`config.mk`:
```
export PLATFORM = sky130hd
export DESIGN_NAME = sram_ctrl
export DESIGN_NICKNAME = d
export VERILOG_FILES = /design/src/rtl/sram_ctrl_pkg.sv /design/src/rtl/sram_ctrl_seq.sv /design/src/rtl/sram_ctrl_latch.sv /design/src/rtl/sram_ctrl_pins.sv /design/src/rtl/sram_ctrl_rcap.sv /design/src/rtl/sram_ctrl.sv
export SDC_FILE = /design/constraint.sdc
export NUM_CORES = 1
export LEC_CHECK = 0
export ABC_AREA = 1
export BUFFER_PORTS_ARGS = -buffer_cell sky130_fd_sc_hd__buf_2
export CORE_ASPECT_RATIO = 1.75
export CORE_MARGIN = 2
export CORE_UTILIZATION = 31
export DETAILED_ROUTE_END_ITERATION = 6
export PLACE_DENSITY_LB_ADDON = 0.2
export SYNTH_ARGS = -nofsm -noshare
export SYNTH_HDL_FRONTEND = slang
export SYNTH_SLANG_ARGS = --single-unit
```
`constraint.sdc`:
```
create_clock -name clk -period 1.8 [get_ports clk]
set_input_delay 0.27 -clock clk [delete_from_list [all_inputs] [get_ports clk]]
set_output_delay 0.27 -clock clk [all_outputs]
set_load 0.01 [all_outputs]
```
`src/rtl/sram_ctrl_pkg.sv`:
```
// Shared types and helpers for the asynchronous SRAM access controller.
// Assumes: nothing beyond IEEE 1800-2017 synthesizable constructs.
package sram_ctrl_pkg;

    // Transfer phase of the controller.
    typedef enum logic [1:0] {
        ST_IDLE  = 2'd0,
        ST_WRITE = 2'd1,
        ST_READ  = 2'd2,
        ST_DONE  = 2'd3
    } xfer_st_t;

    // Larger of two window lengths, used to size counters and the write overlap.
    function automatic int unsigned max2(input int unsigned a, input int unsigned b);
        return (a > b) ? a : b;
    endfunction

endpackage

```
`src/rtl/sram_ctrl_seq.sv`:
```
// Transfer sequencer: accepts a request in idle, stays in the write or read
// phase for a fixed number of cycles, then spends one cycle in the done phase.
// Assumes: WR_LEN and RD_LEN are at least 1 and fit in CNT_W bits minus one.
module sram_ctrl_seq
    import sram_ctrl_pkg::*;
#(
    parameter int unsigned WR_LEN = 2,
    parameter int unsigned RD_LEN = 3,
    parameter int unsigned CNT_W  = 2
) (
    input  logic     clk,
    input  logic     rst_n,
    input  logic     req,
    input  logic     we,
    output xfer_st_t st,
    output logic     accept,
    output logic     rd_last
);

    localparam logic [CNT_W-1:0] WR_LOAD = CNT_W'(WR_LEN - 1);
    localparam logic [CNT_W-1:0] RD_LOAD = CNT_W'(RD_LEN - 1);

    logic [CNT_W-1:0] remain;
    logic             win_end;

    // Decode the acceptance and end-of-window conditions from the current phase.
    always_comb begin
        accept  = (st == ST_IDLE) && req;
        win_end = (remain == '0);
        rd_last = (st == ST_READ) && win_end;
    end

    // Advance the phase and the window counter.
    always_ff @(posedge clk) begin
        if (!rst_n) begin
            st     <= ST_IDLE;
            remain <= '0;
        end else begin
            unique case (st)
                ST_IDLE: begin
                    if (accept) begin
                        st     <= we ? ST_WRITE : ST_READ;
                        remain <= we ? WR_LOAD : RD_LOAD;
                    end
                end
                ST_WRITE, ST_READ: begin
                    if (win_end) begin
                        st <= ST_DONE;
                    end else begin
                        remain <= remain - 1'b1;
                    end
                end
                default: st <= ST_IDLE;
            endcase
        end
    end

endmodule

```
`src/rtl/sram_ctrl_latch.sv`:
```
// Request holding registers: capture the host address and write data when
// a request is accepted and hold them for the whole transfer.
// Assumes: accept is a single-cycle strobe from the sequencer.
module sram_ctrl_latch #(
    parameter int unsigned ADDR_W = 18,
    parameter int unsigned DATA_W = 4
) (
    input  logic              clk,
    input  logic              rst_n,
    input  logic              accept,
    input  logic [ADDR_W-1:0] addr,
    input  logic [DATA_W-1:0] wdata,
    output logic [ADDR_W-1:0] hold_addr,
    output logic [DATA_W-1:0] hold_wdata
);

    // Load address and data on acceptance only.
    always_ff @(posedge clk) begin
        if (!rst_n) begin
            hold_addr  <= '0;
            hold_wdata <= '0;
        end else if (accept) begin
            hold_addr  <= addr;
            hold_wdata <= wdata;
        end
    end

endmodule

```
`src/rtl/sram_ctrl_pins.sv`:
```
// Pin decoder: turns the registered phase into memory enables and bus drive.
// Each output depends only on flip-flops, so no request input reaches a pin
// without a register in between.
// Assumes: the phase register is the only source of pin changes.
module sram_ctrl_pins
    import sram_ctrl_pkg::*;
#(
    parameter int unsigned ADDR_W = 18,
    parameter int unsigned DATA_W = 4
) (
    input  xfer_st_t          st,
    input  logic [ADDR_W-1:0] hold_addr,
    input  logic [DATA_W-1:0] hold_wdata,
    output logic              mem_ce_n,
    output logic              mem_oe_n,
    output logic              mem_we_n,
    output logic [ADDR_W-1:0] mem_addr,
    output logic [DATA_W-1:0] mem_dq_out,
    output logic              mem_dq_oe,
    output logic              done
);

    // Map each phase onto the enable levels and the bus drive.
    always_comb begin
        mem_ce_n   = 1'b1;
        mem_oe_n   = 1'b1;
        mem_we_n   = 1'b1;
        mem_dq_oe  = 1'b0;
        done       = 1'b0;
        mem_addr   = hold_addr;
        mem_dq_out = hold_wdata;
        unique case (st)
            ST_WRITE: begin
                mem_ce_n  = 1'b0;
                mem_we_n  = 1'b0;
                mem_dq_oe = 1'b1;
            end
            ST_READ: begin
                mem_ce_n = 1'b0;
                mem_oe_n = 1'b0;
            end
            ST_DONE:  done = 1'b1;
            default: ;
        endcase
    end

endmodule

```
`src/rtl/sram_ctrl_rcap.sv`:
```
// Read capture register: samples the memory bus on the final cycle of a read
// window and holds the value until the next read completes.
// Assumes: cap_en is high for exactly one cycle per read.
module sram_ctrl_rcap #(
    parameter int unsigned DATA_W = 4
) (
    input  logic              clk,
    input  logic              rst_n,
    input  logic              cap_en,
    input  logic [DATA_W-1:0] dq_in,
    output logic [DATA_W-1:0] rdata
);

    // Capture bus data at the end of the access window.
    always_ff @(posedge clk) begin
        if (!rst_n) begin
            rdata <= '0;
        end else if (cap_en) begin
            rdata <= dq_in;
        end
    end

endmodule

```
`src/rtl/sram_ctrl.sv`:
```
// Asynchronous SRAM access controller top. It turns single-word host requests
// into chip-enable/write-enable overlap writes and chip-enable/output-enable
// reads. Windows are counted in clock cycles.
// Assumes: WR_PULSE, WR_SETUP and RD_ACCESS are at least 1, and each one
// already covers the matching nanosecond minimum at the clock in use. The
// external bus buffer honours mem_dq_oe.
module sram_ctrl
    import sram_ctrl_pkg::*;
#(
    parameter int unsigned ADDR_W    = 18,
    parameter int unsigned DATA_W    = 4,
    parameter int unsigned WR_PULSE  = 2,
    parameter int unsigned WR_SETUP  = 1,
    parameter int unsigned RD_ACCESS = 3
) (
    input  logic              clk,
    input  logic              rst_n,
    input  logic              req,
    input  logic              we,
    input  logic [ADDR_W-1:0] addr,
    input  logic [DATA_W-1:0] wdata,
    output logic [DATA_W-1:0] rdata,
    output logic              done,
    output logic              mem_ce_n,
    output logic              mem_oe_n,
    output logic              mem_we_n,
    output logic [ADDR_W-1:0] mem_addr,
    output logic [DATA_W-1:0] mem_dq_out,
    output logic              mem_dq_oe,
    input  logic [DATA_W-1:0] mem_dq_in
);

    localparam int unsigned WR_LEN = max2(WR_PULSE, WR_SETUP);
    localparam int unsigned CNT_W  = $clog2(max2(WR_LEN, RD_ACCESS) + 1);

    xfer_st_t          st;
    logic              accept;
    logic              rd_last;
    logic [ADDR_W-1:0] hold_addr;
    logic [DATA_W-1:0] hold_wdata;

    sram_ctrl_seq #(
        .WR_LEN (WR_LEN),
        .RD_LEN (RD_ACCESS),
        .CNT_W  (CNT_W)
    ) u_seq (
        .clk     (clk),
        .rst_n   (rst_n),
        .req     (req),
        .we      (we),
        .st      (st),
        .accept  (accept),
        .rd_last (rd_last)
    );

    sram_ctrl_latch #(
        .ADDR_W (ADDR_W),
        .DATA_W (DATA_W)
    ) u_latch (
        .clk        (clk),
        .rst_n      (rst_n),
        .accept     (accept),
        .addr       (addr),
        .wdata      (wdata),
        .hold_addr  (hold_addr),
        .hold_wdata (hold_wdata)
    );

    sram_ctrl_pins #(
        .ADDR_W (ADDR_W),
        .DATA_W (DATA_W)
    ) u_pins (
        .st         (st),
        .hold_addr  (hold_addr),
        .hold_wdata (hold_wdata),
        .mem_ce_n   (mem_ce_n),
        .mem_oe_n   (mem_oe_n),
        .mem_we_n   (mem_we_n),
        .mem_addr   (mem_addr),
        .mem_dq_out (mem_dq_out),
        .mem_dq_oe  (mem_dq_oe),
        .done       (done)
    );

    sram_ctrl_rcap #(
        .DATA_W (DATA_W)
    ) u_rcap (
        .clk    (clk),
        .rst_n  (rst_n),
        .cap_en (rd_last),
        .dq_in  (mem_dq_in),
        .rdata  (rdata)
    );

endmodule

```
; ---- Word-level counts from Yosys, hierarchy flattened
; Cells that the tools add are included.
[word_totals]
regBits = 30
input_bits = 30
out_inout_bits = 31
[op_classes]
n_addsub = 1
n_eq_ne = 6
muxes = 11
n_reduce_logical = 8
[op_table]
columns = cell, count
row1 = 2-to-1 mux 2 bit, 4
row2 = one-hot mux 2 bit (2 select lines), 2
row3 = 2-to-1 mux 1 bit, 5
row4 = == test 2 bit (second input constant), 2
row5 = zero test 2 bit, 2
row6 = inequality test 2 bit (second input constant), 2
row7 = AND reduction 3 bit, 1
row8 = == test 2 x 1 -> 1 bit (second input constant), 1
row9 = logical AND 1 bit, 2
row10 = inequality test 2 x 1 -> 1 bit (second input constant), 1
row11 = AND reduction 2 bit, 1
row12 = nonzero test 2 bit, 1
row13 = OR reduction 2 bit, 1
row14 = subtractor 2 x 1 -> 2 bit (second input constant), 1

; ---- Logic depth before layout (Yosys ltp)
[depth]
word_depth = 4
mapped_depth = 8
mapped_depth_nobuf = 8

; ---- Modules after synthesis
; A second synthesis with hierarchy kept.
[hier_totals]
hier_cells = 247
hier_area_um2 = 1655.3
[modules_own_cells]
columns = module, n_inst, cells_per_inst, area_each_um2
row1 = sram_ctrl_latch, 1, 139, 919.6
row2 = sram_ctrl_seq, 1, 53, 339.1
row3 = sram_ctrl_pins, 1, 30, 230.2
row4 = sram_ctrl_rcap, 1, 25, 166.4

; ---- Least setup slack after synthesis
; OpenSTA, ideal clock, no wires.
[synth_path]
path_kind = reg-to-reg
start = register u_seq.st[0]
end = register u_seq.remain[0]
t_arrival_ns = 1.194
required_time_ns = 1.687
path_slack_ns = 0.493
path_stages_with_launch = 8
n_path_buf = 0
path_cell_list = dfxtp_1 > inv_1 > ha_1 > or2_1 > nand3_2 > nand2_1 > nand2_1 > nor2_1
[synth_via]
elab_chain_cells = 4
[synth_rtl]
columns = element, line_no
row1 = start: declaration, sram_ctrl_seq.sv:15  ; output xfer_st_t st,
row2 = start signal: assignment, sram_ctrl_seq.sv:42  ; st <= we ? ST_WRITE : ST_READ;
row3 = == test 2 bit (tied with other cells), sram_ctrl_seq.sv:39  ; unique case (st)
row4 = OR reduction 2 bit (no line) or logical AND 1 bit (tied branches), -
row5 = inequality test 2 bit (no line) or nonzero test 2 bit (tied branches), -
row6 = AND reduction 3 bit (no line), -
row7 = end signal: assignment, sram_ctrl_seq.sv:43  ; remain <= we ? WR_LOAD : RD_LOAD;
row8 = end signal: assignment, sram_ctrl_seq.sv:50  ; remain <= remain - 1'b1;
row9 = end: declaration, sram_ctrl_seq.sv:23  ; logic [CNT_W-1:0] remain;
; Several ways; a longest one is shown, not always the timed one.
; A chain may end at the register's enable or synchronous reset.

; ---- Worst setup path after layout
[layout_path]
start = register u_seq.st[0]
end = output port mem_ce_n
[layout_via]
elab_chain_cells = 3
[layout_rtl]
columns = element, line_no
row1 = == test 2 bit or == test 2 x 1 -> 1 bit (tied branches), sram_ctrl_pins.sv:32  ; unique case (st)
row2 = OR reduction 2 bit (no line) (*), -
row3 = 2-to-1 mux 1 bit (*), sram_ctrl_pins.sv:32
row4 = end: declaration, sram_ctrl.sv:24  ; output logic mem_ce_n,
; Mark *: on every way between the ends. The rest lies on a longest branch, timed or not.

==> results.md <==
* Worst Path Buf+Inv at 3
* Largest family of logic cells by synthesized area: simple AND/OR/NAND/NOR gates
* Cell breakdown of the critical path: inv_1 -> ha_1 -> inv_1 -> buf_2
* Post-synthesis mux area share at 0%
* Min-Delay Path Class: primary input to flop
* Mapped Nets at 204
* Root Driver: clkbuf_8
* Area after DPL at approximately 1600 sq um
* Met3 usage at roughly 4.4%
* Post-Syn Area at 1240 sq um
* Initial Utilization at between 30% and 40%
* Tot GR Track Use at roughly an eighth
* 1st-iter DRT viols at 24
* Synth Area in XOR/XNOR at 0%
* Post-synthesis register bit count at 30
* Layout Nets at 265
* Most frequent CP cell: inv_1
* Clock-pin transition on the worst setup and hold timing paths at approximately 0.06 ns
* Sequential area share after synthesis at around 48%
* Most Used Layer, Global Route: met2
* PortBufs at 60
* Yosys top cell area share at around half
* Post-Route WL at approximately 2900 um
* Worst setup path end: mem_ce_n
* Setup TNS at 0 ns
* Largest net degree at the start of global routing at 31
* Via count at between 1,000 and 1,500
* Clock sink count at 30
* Placer Congestion at 0.820
* Post_cts resized at 0
* Max stage delay on crit path at about 0.38 ns
* Detail Route Antenna Nets at 0
* FF-to-FF End: u_latch.hold_wdata[1]$_SDFFE_PN0P_
* GRT overflow at 0
* Max cap viols at 0
* Synthesis-to-layout area growth at 35.1%
* Vias in the first global route at ~1,100
* Peak VDD IR at about 0.00079 V
* Actual slew at the worst max-slew pin at about 0.46 ns
* Top cells by area, synth: dfxtp_1 (48%), nor2_1 (18%), o21ai_0 (10%)
* Status: finished clean
* CP Launch Type: flop
* Reg2reg path depth at 6
* Area leader, netlist: dfxtp_1
* Initial antenna violation count at 0
* Simple-gate share of the synthesized area at approximately a quarter
* Relative slew margins at ~69%
* Setup CP Type: flop to output pin
* Fin. max-slew vios at 0
* Stages on worst setup path at 4
* Fmax at ~0.6 GHz
* Met1 Resource Use GR at between 10% and 20%
* Min Clock Period, post-route at ~1.7 ns
* Most frequent cells in the layout: nor2_1 (60), buf_2 (60), dfxtp_1 (30), o21ai_0 (25), nand2_1 (16)
* Core Region at between 3000 and 4000 sq um
* Vias per Instance at 4.39
* Critical path launch point: u_seq.st[0]$_SDFFE_PN0P_
* Synth Warn # at 0
* Cell Pwr Density at between 1500 and 2000 nW/um^2
* WL/cell at 10.3 um
* Router iterations before antenna repair at 4
* H-tree depth at 2
* Worst EP required at 1.53 ns
* Largest delay share family, worst path: buffers and inverters
* CP Capture Type: output pin
* Post CTS Setup Buffer Count at 0
* Longest Clk Path Bufs at 2
* Cts hold-fix bufs at 0
* Unrepaired setup endpoints after global routing: no
* Number of CTS-inserted buffers at 5
* Flop-to-flop setup slack at between 0.3 and 0.4 ns
* Fraction of layout cells with a size suffix above 1 at 31.1%
* CP max-delay cell: dfxtp_1
* M2 GR Usage at a little under a quarter
* Height of the die at 87.8 um
* Clock skew at 0.00506 ns
* DPL Wire Length at ~2100 um
* Leak at approximately 0.88 nW
* CTS tree: built
* DRC Markers at 0
* Yosys cell types at 16
* First-pass GRT wire length at between 4000 and 5000 um
* Mapped Cells at about 170
* Period utilisation layout at about 90%
* Synth Area in Compound Gates at between 10 and 15%
* CP arrival at around 1.4 ns
* Row cnt at 30
* Final Hold Violating Endpoints at 0
* Num ports at 61
* Avg Cell Area, Syn at roughly 7.4 sq um
* Max FO, Critical Path at 6
* Clock latency on the worst-skew pair at roughly 0.27 ns
* Die Wd at between 50 and 60 um
* Area share of fa/ha/maj cells after synthesis at around 7%
* Die area at approximately 4600 sq um
* # setup viols final at 0
* ANT cells at 0
* FF-to-FF Start: u_seq.st[0]$_SDFFE_PN0P_
* Cell area after layout at 1680 sq um
-- flip-flops by register name, indices dropped and copies added, names as in the netlist --
| signal | cells |
|---|---|
| u_latch.hold_addr | 18 |
| u_latch.hold_wdata | 4 |
| u_rcap.rdata | 4 |
| u_seq.remain | 2 |
| u_seq.st | 2 |
-- layer usage --
layer | up-vias | wire [um]
li1 | 636 | -
met1 | 526 | 1200
met2 | 42 | 1360
met3 | 7 | 227
met4 | 0 | 66
met5 | - | 0
-- Yosys cell counts (all sizes together) --
cell and n:
nand3 1, clkbuf 5, dfxtp 30, a31oi 1, or2 1, o21ai 28, buf 2, ha 7
inv 14, a21oi 1, nand2 17, nor2 60
-- cells by family after synthesis --
kind of cell / after synthesis
AOI/OAI and AO/OA: 30
adders and majority gates: 7
buffers and inverters: 21
DFF: 30
and+or+nand+nor: 79
-- power by group --
part / switching (W) / total [W] / internal [W]
clock: 0.000234 / 0.000676 / 0.000442
sequential: 0.0000942 / 0.000948 / 0.000854
combinational: 0.000711 / 0.00115 / 0.000443
total: 0.00104 / 0.00278 / 0.00174
-- metrics by stage --
| stage | util (%) | cells | power [W] | hold WS, ns | worst slack [ns] |
|---|---|---|---|---|---|
| final | 43.5 | 276 | 0.00278 | 0.230 | 0.132 |
| after global routing | 43.5 | 276 | 0.00304 | 0.233 | 0.0163 |
| after CTS | 43.5 | 276 | 0.00282 | 0.218 | 0.123 |
| after detailed placement | 40.6 | 269 | 0.00214 | 0.467 | 0.365 |
| after global placement | 40.6 | 269 | 0.00214 | 0.459 | 0.354 |
| after floorplan | - | 167 | 0.00180 | 0.418 | 0.493 |
-- worst min-delay path by stage --
stage                                           start                                  to  slack [ns]  cells past startpoint
floorplan                                    addr[11]  u_latch.hold_addr[11]$_SDFFE_PN0P_        0.42                      2
global placement    u_latch.hold_addr[2]$_SDFFE_PN0P_   u_latch.hold_addr[2]$_SDFFE_PN0P_        0.46                      2
detailed placement  u_latch.hold_addr[0]$_SDFFE_PN0P_   u_latch.hold_addr[0]$_SDFFE_PN0P_        0.47                      2
CTS                                          addr[14]  u_latch.hold_addr[14]$_SDFFE_PN0P_        0.22                      3
global route                                 addr[14]  u_latch.hold_addr[14]$_SDFFE_PN0P_        0.23                      3
finish                                       addr[14]  u_latch.hold_addr[14]$_SDFFE_PN0P_        0.23                      3
-- final cells by class --
cell class	count	area [sq um]
Multi-Input combinational cell	116	547
Timing Repair Buffer	61	308
Fill cell	412	2190
Tap cell	48	60.1
Clock buffer	6	82.6
Sequential cell	30	601
Inverter	14	52.6
Clock inverter	1	30.0
-- tightest hold or removal path: stages --
cell and delay [ns]:
buf_2 0.08, o21ai_1 0.05, nor2_1 0.07
No activity file was read; power rests on OpenSTA's default activity.
